**src/rtl/i2c_regslave_pkg.sv**
```systemverilog
// Shared types for the I2C register slave.
// Assumes: 7-bit addressing only.
package i2c_regslave_pkg;

    typedef enum logic [2:0] {
        ST_IDLE,
        ST_ADDR,
        ST_ADDR_ACK,
        ST_WR,
        ST_WR_ACK,
        ST_RD,
        ST_RD_ACK,
        ST_SKIP
    } slv_state_t;

    localparam logic [6:0] DEV_ADDR_LO = 7'h29;
    localparam logic [6:0] DEV_ADDR_HI = 7'h56;
    localparam int         BYTE_W      = 8;

endpackage

```
**src/rtl/i2c_line_sync.sv**
```systemverilog
// Synchronizes SCL and SDA into clk and decodes SCL edges and bus conditions.
// Assumes: each line level lasts longer than SYNC_STAGES+1 clk cycles and SYNC_STAGES >= 2.
module i2c_line_sync #(
    parameter int SYNC_STAGES = 2
) (
    input  logic clk,
    input  logic rst_n,
    input  logic scl_i,
    input  logic sda_i,
    output logic sda_s,
    output logic scl_rise,
    output logic scl_fall,
    output logic start_det,
    output logic stop_det
);
    logic [1:0] line_in;
    logic [1:0] line_s;
    logic [1:0] line_q;

    assign line_in = {scl_i, sda_i};

    for (genvar g = 0; g < 2; g++) begin : g_line
        logic [SYNC_STAGES-1:0] stg;
        // Shift chain that brings one bus line into clk (idle bus is high).
        always_ff @(posedge clk) begin
            if (!rst_n) stg <= '1;
            else        stg <= {stg[SYNC_STAGES-2:0], line_in[g]};
        end
        assign line_s[g] = stg[SYNC_STAGES-1];
    end

    // Previous synchronized levels for edge detection.
    always_ff @(posedge clk) begin
        if (!rst_n) line_q <= '1;
        else        line_q <= line_s;
    end

    assign sda_s     = line_s[0];
    assign scl_rise  = line_s[1] & ~line_q[1];
    assign scl_fall  = ~line_s[1] & line_q[1];
    assign start_det = line_s[1] & line_q[1] & line_q[0] & ~line_s[0];
    assign stop_det  = line_s[1] & line_q[1] & ~line_q[0] & line_s[0];
endmodule

```
**src/rtl/i2c_ptr.sv**
```systemverilog
// Register address pointer: loads a value or steps by one, wrapping modulo 2**PTR_W.
// Assumes: load and inc are never both requested (load wins if they are).
module i2c_ptr #(
    parameter int PTR_W = 5
) (
    input  logic             clk,
    input  logic             rst_n,
    input  logic             load,
    input  logic [PTR_W-1:0] load_val,
    input  logic             inc,
    output logic [PTR_W-1:0] ptr
);
    // Pointer update.
    always_ff @(posedge clk) begin
        if (!rst_n)    ptr <= '0;
        else if (load) ptr <= load_val;
        else if (inc)  ptr <= ptr + 1'b1;
    end
endmodule

```
**src/rtl/i2c_regslave.sv**
```systemverilog
// I2C slave with a register port and an auto-incrementing pointer.
// Assumes: clk oversamples SCL by far more than SYNC_STAGES+1 cycles per level;
// no clock stretching; PTR_W <= 8; reg_rdata answers reg_addr combinationally.
module i2c_regslave
    import i2c_regslave_pkg::*;
#(
    parameter int PTR_W       = 5,
    parameter int MAPPED_REGS = 24,
    parameter int SYNC_STAGES = 2
) (
    input  logic              clk,
    input  logic              rst_n,
    input  logic              scl_i,
    input  logic              sda_i,
    input  logic              addr_sel,
    output logic              sda_oe,
    output logic [PTR_W-1:0]  reg_addr,
    output logic [BYTE_W-1:0] reg_wdata,
    output logic              reg_we,
    input  logic [BYTE_W-1:0] reg_rdata
);
    localparam int              CNT_W   = $clog2(BYTE_W + 1);
    localparam logic [CNT_W-1:0] CNT_FULL = CNT_W'(BYTE_W);
    localparam logic [CNT_W-1:0] CNT_LAST = CNT_W'(BYTE_W - 1);
    localparam logic [PTR_W:0]   MAP_LIM  = (PTR_W + 1)'(MAPPED_REGS);

    logic              sda_s, scl_rise, scl_fall, start_det, stop_det;
    slv_state_t        state;
    logic [CNT_W-1:0]  cnt;
    logic [BYTE_W-1:0] rx;
    logic [BYTE_W-1:0] tx;
    logic              ptr_pending;
    logic              master_ack;
    logic              ptr_load, ptr_inc, mapped, busy_evt;
    logic [BYTE_W-1:0] rd_byte;
    logic [6:0]        my_addr;

    i2c_line_sync #(.SYNC_STAGES(SYNC_STAGES)) u_sync (
        .clk       (clk),
        .rst_n     (rst_n),
        .scl_i     (scl_i),
        .sda_i     (sda_i),
        .sda_s     (sda_s),
        .scl_rise  (scl_rise),
        .scl_fall  (scl_fall),
        .start_det (start_det),
        .stop_det  (stop_det)
    );

    i2c_ptr #(.PTR_W(PTR_W)) u_ptr (
        .clk      (clk),
        .rst_n    (rst_n),
        .load     (ptr_load),
        .load_val (rx[PTR_W-1:0]),
        .inc      (ptr_inc),
        .ptr      (reg_addr)
    );

    // Strap decode, map check and read-data gating for unmapped locations.
    always_comb begin
        my_addr  = addr_sel ? DEV_ADDR_HI : DEV_ADDR_LO;
        mapped   = {1'b0, reg_addr} < MAP_LIM;
        rd_byte  = mapped ? reg_rdata : '0;
        busy_evt = start_det | stop_det;
    end

    // Pointer load on the first write byte, step after each data byte.
    always_comb begin
        ptr_load = !busy_evt && state == ST_WR && scl_fall && cnt == CNT_FULL && ptr_pending;
        ptr_inc  = !busy_evt && scl_fall &&
                   ((state == ST_WR_ACK && !ptr_pending) ||
                    (state == ST_RD && cnt == CNT_LAST));
    end

    // Transfer sequencer: bit counting, shifting, acknowledge and read drive.
    always_ff @(posedge clk) begin
        if (!rst_n) begin
            state       <= ST_IDLE;
            cnt         <= '0;
            rx          <= '0;
            tx          <= '0;
            ptr_pending <= 1'b0;
            master_ack  <= 1'b0;
            sda_oe      <= 1'b0;
            reg_we      <= 1'b0;
            reg_wdata   <= '0;
        end else begin
            reg_we <= 1'b0;
            if (start_det) begin
                state  <= ST_ADDR;
                cnt    <= '0;
                sda_oe <= 1'b0;
            end else if (stop_det) begin
                state  <= ST_IDLE;
                sda_oe <= 1'b0;
            end else begin
                case (state)
                    ST_ADDR, ST_WR: begin
                        if (scl_rise) begin
                            rx  <= {rx[BYTE_W-2:0], sda_s};
                            cnt <= cnt + 1'b1;
                        end else if (scl_fall && cnt == CNT_FULL) begin
                            if (state == ST_ADDR) begin
                                if (rx[BYTE_W-1:1] == my_addr) begin
                                    sda_oe <= 1'b1;
                                    state  <= ST_ADDR_ACK;
                                end else begin
                                    state  <= ST_SKIP;
                                end
                            end else begin
                                sda_oe <= 1'b1;
                                state  <= ST_WR_ACK;
                                if (!ptr_pending && mapped) begin
                                    reg_we    <= 1'b1;
                                    reg_wdata <= rx;
                                end
                            end
                        end
                    end
                    ST_ADDR_ACK: begin
                        if (scl_fall) begin
                            cnt <= '0;
                            if (rx[0]) begin
                                state  <= ST_RD;
                                tx     <= rd_byte;
                                sda_oe <= ~rd_byte[BYTE_W-1];
                            end else begin
                                state       <= ST_WR;
                                sda_oe      <= 1'b0;
                                ptr_pending <= 1'b1;
                            end
                        end
                    end
                    ST_WR_ACK: begin
                        if (scl_fall) begin
                            sda_oe      <= 1'b0;
                            cnt         <= '0;
                            ptr_pending <= 1'b0;
                            state       <= ST_WR;
                        end
                    end
                    ST_RD: begin
                        if (scl_fall) begin
                            if (cnt == CNT_LAST) begin
                                sda_oe <= 1'b0;
                                cnt    <= '0;
                                state  <= ST_RD_ACK;
                            end else begin
                                cnt    <= cnt + 1'b1;
                                tx     <= {tx[BYTE_W-2:0], 1'b0};
                                sda_oe <= ~tx[BYTE_W-2];
                            end
                        end
                    end
                    ST_RD_ACK: begin
                        if (scl_rise) begin
                            master_ack <= ~sda_s;
                        end else if (scl_fall) begin
                            if (master_ack) begin
                                tx     <= rd_byte;
                                sda_oe <= ~rd_byte[BYTE_W-1];
                                state  <= ST_RD;
                            end else begin
                                state  <= ST_SKIP;
                            end
                        end
                    end
                    default: ;
                endcase
            end
        end
    end
endmodule

```
**config.mk**
```make
export PLATFORM = sky130hd
export DESIGN_NAME = i2c_regslave
export DESIGN_NICKNAME = d
export VERILOG_FILES = /design/src/rtl/i2c_regslave_pkg.sv /design/src/rtl/i2c_line_sync.sv /design/src/rtl/i2c_ptr.sv /design/src/rtl/i2c_regslave.sv
export SDC_FILE = /design/constraint.sdc
export NUM_CORES = 1
export LEC_CHECK = 0
export ABC_AREA = 1
export CAP_MARGIN = 40
export CORE_ASPECT_RATIO = 0.5
export CORE_UTILIZATION = 45
export DETAILED_ROUTE_END_ITERATION = 10
export PLACE_DENSITY = 0.67
export SLEW_MARGIN = 20
export SYNTH_ARGS = -nofsm -noshare
export SYNTH_HDL_FRONTEND = slang
export SYNTH_SLANG_ARGS = --single-unit
```
**constraint.sdc**
```tcl
create_clock -name clk -period 3.4 [get_ports clk]
set_input_delay 0.68 -clock clk [delete_from_list [all_inputs] [get_ports clk]]
set_output_delay 0.68 -clock clk [all_outputs]
set_load 0.01 [all_outputs]
```
; After elaboration in Yosys (flattened, before gate mapping)
; Cells that the tools add are included.
[word_totals]
out_inout_bits = 15
register_bits = 45
inputBits = 13
[op_classes]
magnitude_cmp = 1
bitwise = 21
reduce_logical = 33
add_sub_neg = 2
muxes = 49
eq_ne = 32
[ops]
columns = op, n
row1 = $mux 7, 8
row2 = $mux 3, 11
row3 = $ne 4x4->1 const B, 7
row4 = $ne 2x2->1 const B, 12
row5 = $pmux 7 s3, 1
row6 = $reduce_and 10->1, 2
row7 = $reduce_and 9->1, 2
row8 = $mux 1, 17
row9 = $mux 4, 4
row10 = $pmux 3 s5, 1
row11 = $not 1->1, 13
row12 = $pmux 4 s3, 1
row13 = $logic_and 1x1->1, 10
row14 = $mux 5, 2
row15 = $eq 3x3->1 const B, 3
row16 = $mux 8, 1
row17 = $reduce_and 4->1, 2
row18 = $and 1x1->1, 7
row19 = $eq 7x7->1, 1
row20 = $reduce_and 7->1, 1
row21 = $reduce_bool 7->1, 1
row22 = $reduce_or 7->1, 1
row23 = $eq 3x2->1 const B, 2
row24 = $reduce_and 6->1, 1
row25 = other kinds (21), 27

; Depth between registers and ports, before layout
; Gate-level depths: netlist of the first run.
[depth]
ltp_word = 10
mapped_depth = 11

; By module
; A second synthesis of the first run with hierarchy kept.
[unflattened]
cells_unflattened = 369
area_unflattened_um2 = 2407.3
[modules_own_cells]
columns = module, cells_per_inst, n_inst, area_per_inst_um2
row1 = i2c_regslave, 299, 1, 1905.6
row2 = i2c_ptr, 43, 1, 302.8
row3 = i2c_line_sync, 27, 1, 198.9

; Worst setup path before layout of the first run
; Ideal clock, no wire load.
[synth_path]
kind = register to register
start = register cnt[0]
end = register reg_wdata[7]
n_path_buf = 1
setup_slack_ns = 1.927
period_less_slack_ns = 1.473
required_ns = 3.281
arrival_ns = 1.354
stages_incl_launch_ff = 9
cell_sequence = dfxtp_1 > inv_1 > ha_1 > nand3_1 > nor2_4 > nand4_1 > buf_2 > o21ai_0 > a21oi_1
[synth_between]
elab_chain_cells = 3
[synth_rtl]
columns = item, line
row1 = "start, declared", i2c_regslave.sv:29  ; logic [CNT_W-1:0] cnt;
row2 = "start signal, assigned", i2c_regslave.sv:101  ; cnt <= cnt + 1'b1;
row3 = "start signal, assigned", i2c_regslave.sv:149  ; cnt <= cnt + 1'b1;
row4 = $eq 4x4->1, i2c_regslave.sv:102  ; end else if (scl_fall && cnt == CNT_FULL) begin
row5 = $logic_and 1x1->1, i2c_regslave.sv:102
row6 = $reduce_and 7->1 (no line), -
row7 = "end signal, assigned", i2c_regslave.sv:115  ; reg_wdata <= rx;
row8 = "end, declared", i2c_regslave.sv:18  ; output logic [BYTE_W-1:0] reg_wdata,
; No other way between the ends.
; A chain may end at the register's enable or synchronous reset.

; Worst setup path after layout of the first run
[layout_path]
start = input port rst_n
end = register state[1]
[layout_between]
elab_chain_cells = 2
[layout_rtl]
columns = item, line
row1 = "start, declared", i2c_regslave.sv:12  ; input logic rst_n,
row2 = $not 1->1 (no line), -
row3 = $reduce_or 3->1 (no line), -
row4 = "end signal, assigned", i2c_regslave.sv:78  ; state <= ST_IDLE;
row5 = "end signal, assigned", i2c_regslave.sv:90  ; state <= ST_ADDR;
row6 = "end signal, assigned", i2c_regslave.sv:94  ; state <= ST_IDLE;
row7 = "end, declared", i2c_regslave.sv:28  ; slv_state_t state;
; No other way between the ends.

==> impl_results.md, run 1 <==
- Hold path cells: 1
- Max-cap violation count: 0
- Hold EP: u_sync.g_line[1].stg[1]
- Core Util, Final: 58.2%
- Total die area: about 5400 sq um
- Critical path's slowest cell: clkdlybuf4s50_1
- Delay-heaviest family, CP: buffers and inverters
- Die span in y: around 53 microns
- Maximum VDD drop: 0.216 mV
- DRC: 0
- Initial antenna violation count: 0
- CTS Hold Bufs: 0
- CTS buffer count: 5
- Layout Nets: between 300 and 400
- Max Root-Sink Buffers: 2
- Part of the power in registers: 46.4%
- Final worst path period need: between 2 and 2.5 ns
- Status: completed
- FP Rows: 17
- Pin count of the biggest net entering global routing: 31
- Register area: around 900 sq um
- Reg2Reg Depth: 7
- Final Hold Violating Endpoints: 0
- Clk slew on worst S/H paths: roughly 0.080 ns
- Sequential element share of the synthesized area: between 30 and 40%
- Unrepaired setup endpoints after global routing: no
- Die width: 103 microns
- H-tree depth: 2
- Worst path arrival time: between 2 and 2.5 ns
- Clk network pwr share: about a quarter
- I/O Buffers: 27
- Ports: 28
- Gp weighted congestion: 0.926
- DRT Pass-1 Iters: 4
- Slew headroom: 61.6%
- DR vias: roughly 2,200
- Worst-path cell chain: clkdlybuf4s50_1 -> buf_4 -> clkinv_1 -> nor2_1 -> inv_1 -> nor2_1 -> o21ai_0 -> a21oi_1
- Slack of the worst reg-to-reg path: 1.41 ns
- DR WL/cell: 11.5 microns
- R2R Path Start: cnt[1]
- FF+latch count, synth: 45
- Fillers: between 400 and 500
- Combinational share of power: about 28%
- CTS root buffer: clkbuf_8
- Clock latency on the worst-skew pair: roughly 0.3 ns
- Min-delay worst type: reg -> reg
- Final period util: 63.1%
- Layout area overhead: 17.4%
- Share of layout cells above drive strength 1: ~5.0%
- Pint: between 800 and 900 uW
- Yosys warning count: 0
- TritonCTS clock tree: done
- Critical R2R Capture: reg_wdata[4]
- Core outline area: roughly 4600 sq um
- GRT Util Overall: approximately 21%
- Via/cell ratio: about 4.9
- Total chip power: roughly 1300 uW
- CP Class: in -> reg
- Final Max Slew Viols: 0
- Top cell by count, worst path: nor2_1
- Hold slack: roughly 0.42 ns
- # diodes: 0
- DRT iter0 DRCs: about 140
- Crit start category: input pin
- Top cells by area, synth: dfxtp_1 (39%), nand2_1 (12%), inv_1 (9.8%), o21ai_0 (8.1%), nand3_1 (7.0%)
- Leakage: roughly 0.0012 uW
- Initial Util: 49.6%
- CP Capture Type: flop
- Leading area contributor after synthesis: dfxtp_1
- CP required: 3.63 ns
- GRT overflow: 0
- # setup viols final: 0
- Switching pwr: between 400 and 500 uW
- Final wirelength: between 5 and 6 mm
- Worst Tran Pin Value: around 0.57 ns
- Setup bufs post-CTS: 0
- Post-synth top area share: between 30% and 40%
- Yosys cell types: 26
- Max Freq: between 0.4 and 0.5 GHz
- Wire length of the first global-routing pass: approximately 8.7 mm
- Final Skew: 0.00579 ns
- Post-Syn Instances: 352
- Resized cells post-CTS: 0
- Cell Pwr Density: a little under 500 nW/um^2
- Switching Share: a little over a third
- Worst Min Path Start: u_sync.g_line[1].stg[0]
- Max stage delay on crit path: ~0.46 ns
- Post-Syn Area: approximately 2300 sq um
- CP max FO: 30
- Vias in the first global route: 1,967
- Final ANT Viol Nets: 0
- Setup_tns: 0 ns
- Hpwl dp: between 3 and 4 mm
- Buf/Inv on CP: 4
- Multi-input combinational cell area: around 1100 sq um
- Syn nets: approximately 370
- Clk sink count: between 40 and 50
- Syn Area/Cell: 6.53 sq um
## registers in the layout, summed over array words and instances, names as in the netlist
| name | count |
|---|---|
| reg_wdata | 8 |
| cnt | 4 |
| state | 3 |
| ptr_pending | 1 |
| u_sync.g_line.stg | 4 |
| reg_we | 1 |
| sda_oe | 1 |
| u_ptr.ptr | 5 |
| u_sync.line_q | 2 |
| tx | 7 |
| rx | 8 |
| master_ack | 1 |
## routing by layer
layer	track usage [%]	up-vias	part of all wire, %
li1	-	1168	-
met5	0	-	0
met1	27.9	960	50
met4	6.81	0	0.60
met2	35.0	48	44
met3	5.73	5	5.3
## kinds of logic after synthesis
kind of cell,count (synthesis),share of synthesized area (%)
DFF,45,39.2
and+or+nand+nor,162,30.7
xor gates and xnor gates,3,1.14
adders and majority gates,3,1.63
buffers and inverters,69,11.9
AOI/OAI and AO/OA,70,15.5
## cells in the final DEF, fill, tap and decap left out
cell type / netlist / layout
a21boi_0: 1 / 1
a21oi_1: 30 / 30
buf_4: 1 / 1
clkbuf_1: 4 / 2
clkbuf_8: 0 / 5
clkdlybuf4s50_1: 0 / 27
clkinv_1: 1 / 1
clkinvlp_4: 0 / 1
dfxtp_1: 45 / 45
ha_1: 3 / 3
inv_1: 60 / 60
nand2_1: 71 / 71
nand2_2: 2 / 2
nand3_1: 32 / 32
nand3_2: 1 / 1
nand3b_2: 1 / 1
nand4_1: 4 / 4
nor2_1: 39 / 39
nor2_2: 2 / 2
nor2_4: 1 / 1
nor3_1: 5 / 5
o21ai_0: 37 / 37
o21ai_1: 1 / 1
o21ai_2: 1 / 1
or2_2: 4 / 4
xnor2_1: 2 / 2
xor2_1: 1 / 1
## worst max-delay path by stage
stage | from | to | slack [ns] | depth (start not counted)
global placement | rst_n | state[1] | 0.98 | 8
detailed placement | rst_n | state[1] | 0.95 | 8
global route | rst_n | state[2] | 1.01 | 7
CTS | rst_n | state[1] | 1.25 | 8
floorplan | cnt[0] | reg_wdata[7] | 1.93 | 8
finish | rst_n | state[1] | 1.25 | 8
## layout make-up
cell class                      instances  share of cell area [%]
Sequential cell                        45                    33.4
Multi-Input combinational cell        238                    41.7
Clock buffer                            7                    2.83
Inverter                               61                    8.48
Timing Repair Buffer                   28                    10.3
Clock inverter                          1                   0.278
Tap cell                               66                    3.06
## cell usage after synthesis, drive strengths merged
library cell and number:
xor2 1, nor2 42, a21boi 1, buf 4
nand3b 1, xnor2 2, clkbuf 4, inv 60
dfxtp 45, nand2 73, nand4 4, nor3 5
nand3 33, ha 3, a21oi 30, o21ai 39
clkinv 1, or2 4
## power groups by stage
| stage | clock [uW] | combinational [uW] | sequential (uW) |
|---|---|---|---|
| floorplan | 0 | 293 | 607 |
| global placement | 0 | 364 | 621 |
| detailed placement | 0 | 371 | 623 |
| CTS | 341 | 372 | 610 |
| global route | 360 | 435 | 618 |
| finish | 330 | 376 | 611 |
## through the flow
stage | setup WS [ns] | std cells | cell area (sq um)
2_1_floorplan | 1.93 | 352 | 2300
3_3_place_gp | 0.982 | 438 | 2620
3_5_place_dp | 0.952 | 438 | 2620
4_1_cts | 1.25 | 446 | 2700
5_1_grt | 1.01 | 446 | 2700
6_report | 1.25 | 446 | 2700
No activity file was read; power rests on OpenSTA's default activity.
==> run 2: changes to the inputs <==
--- a/config.mk
+++ b/config.mk
@@ -10,7 +10,7 @@
 export CORE_ASPECT_RATIO = 0.5
 export CORE_UTILIZATION = 45
 export DETAILED_ROUTE_END_ITERATION = 10
-export PLACE_DENSITY = 0.67
+export PLACE_DENSITY = 0.69
 export SLEW_MARGIN = 20
 export SYNTH_ARGS = -nofsm -noshare
 export SYNTH_HDL_FRONTEND = slang
==> constraint.sdc (replaced) <==
create_clock -name clk -period 1.8 [get_ports clk]
set_input_delay 0.36 -clock clk [delete_from_list [all_inputs] [get_ports clk]]
set_output_delay 0.36 -clock clk [all_outputs]
set_load 0.01 [all_outputs]
==> impl_results.md, run 2 (same netlist as run 1, synthesis figures left out) <==
- Placed Cells: about 450
- Clk sink count: 45
- Max Root-Sink Buffers: 2
- Ports: 28
- Via/cell ratio: approximately 5
- FP Rows: 17
- Final Hold Violating Endpoints: 0
- Vias in the first global route: between 1,500 and 2,000
- Total die area: roughly 5400 sq um
- GRT busiest layer: met2
- GRT Util Overall: 21.3%
- Worst Min Path Start: u_sync.g_line[0].stg[0]
- CP max FO: 5
- Setup_tns: 0 ns
- R2R Path Start: cnt[0]
- I/O Buffers: 27
- DRT iter0 DRCs: 74
- Most common cell after layout, fill and taps aside: nand2_1
- Layout Nets: 409
- Final period util: approximately nine tenths
- CTS root buffer: clkbuf_8
- Share of layout cells above drive strength 1: roughly 8.9%
- Pin count of the biggest net entering global routing: 30
- Die span in y: ~53 microns
- CP Class: reg -> reg
- GRT overflow: 0
- DR WL/cell: 11.5 microns
- DRC: 0
- Crit start category: flop
- Final ANT Viol Nets: 0
- Max Freq: just over 0.6 GHz
- Layout area overhead: 23.4%
- Setup bufs post-CTS: 0
- TritonCTS clock tree: done
- DR vias: about 2,200
- GR Layer Usage met3: 4.40%
- Clk slew on worst S/H paths: about 0.090 ns
- DRT Pass-1 Iters: 4
- Clock latency on the worst-skew pair: between 0.2 and 0.3 ns
- CP required: between 2 and 2.5 ns
- Final wirelength: roughly 5.3 mm
- Core outline area: 4640 sq um
- Final Max Slew Viols: 0
- Unrepaired setup endpoints after global routing: no
- Max-cap violation count: 0
- Final worst path period need: about 1.6 ns
- Finished Layout Cells: 460
- CP Capture Type: flop
- H-tree depth: 2
- Leakage: between 0.001 and 0.0015 uW
- CP startpoint: cnt[0]
- Status: completed
- Worst Tran Pin Value: around 0.3 ns
- Fillers: ~470
- Wire length of the first global-routing pass: slightly below 9 mm
- Min-delay worst type: reg -> reg
- M1 GR Usage: 28.9%
- Gp weighted congestion: between 0.9 and 1
- # setup viols final: 0
- Maximum VDD drop: 0.484 mV
- Worst path arrival time: ~1.8 ns
- Grt met2 use: 35.8%
- Cell Pwr Density: about 900 nW/um^2
- Hpwl dp: roughly 4.1 mm
- Slew headroom: 79.6%
- Initial antenna violation count: 0
- Die width: around 100 microns
- CTS buffer count: 5
- Initial Util: approximately 50%
- Largest regs: reg_wdata: 8 flops, rx: 8 flops, tx: 7 flops
- # diodes: 0
- Final Skew: 0.00581 ns
- Most frequent cells in the layout: nand2_1 (71), inv_1 (60), dfxtp_1 (45)
## run 2: critical path: stages (launching register included)
cell and delay [ns]:
dfxtp_1 0.35, inv_1 0.09, ha_1 0.14, nand3_1 0.18, o21ai_1 0.27, nand2_1 0.08
nor2_1 0.18, nand2_1 0.08, a21boi_0 0.19
## run 2: path summary, 6_finish.rpt
check | to | cells past startpoint | slack [ns]
min reg2reg | u_sync.g_line[0].stg[1] | 1 | 0.42
max | state[2] | 8 | 0.17
max reg2reg | state[2] | 8 | 0.17
min | u_sync.g_line[0].stg[1] | 1 | 0.42
## run 2: metrics by stage
| step | worst slack [ns] | area [sq um] | utilization, % | power (uW) | hold slack (ns) |
|---|---|---|---|---|---|
| floorplan | 0.327 | 2300 | - | 1700 | 0.393 |
| global placement | 0.0751 | 2730 | 59.0 | 1920 | 0.395 |
| detailed placement | 0.0750 | 2730 | 59.0 | 1930 | 0.406 |
| CTS | 0.108 | 2830 | 61.0 | 2580 | 0.427 |
| global route | 0.000667 | 2840 | 61.2 | 2770 | 0.433 |
| finish | 0.169 | 2840 | 61.2 | 2580 | 0.422 |
## run 2: repair_timing
action	in CTS	in global routing
endpoints found under the hold margin	0	0
hold buffers	0	0
endpoints found under the setup margin	0	7
resized for setup	0	5
## run 2: layer usage
layer	up-vias	wire length (microns)
met1	996	2810
met4	0	8
met5	-	0
met2	41	2280
met3	2	192
li1	1199	-
## run 2: power breakdown
part	switching, uW	internal [uW]
Clock	344	312
Combinational	478	300
Sequential	76.7	1070
Total	899	1680
## run 2: final cells by class
type | count | area [sq um] | share of cell area, %
clock buffers | 6 | 82.6 | 2.91
clock inverters | 2 | 13.8 | 0.485
inverters | 61 | 229 | 8.07
multi-input cells | 238 | 1130 | 40.0
flip-flops and latches | 45 | 901 | 31.7
well taps | 66 | 82.6 | 2.91
repair buffers | 42 | 395 | 13.9
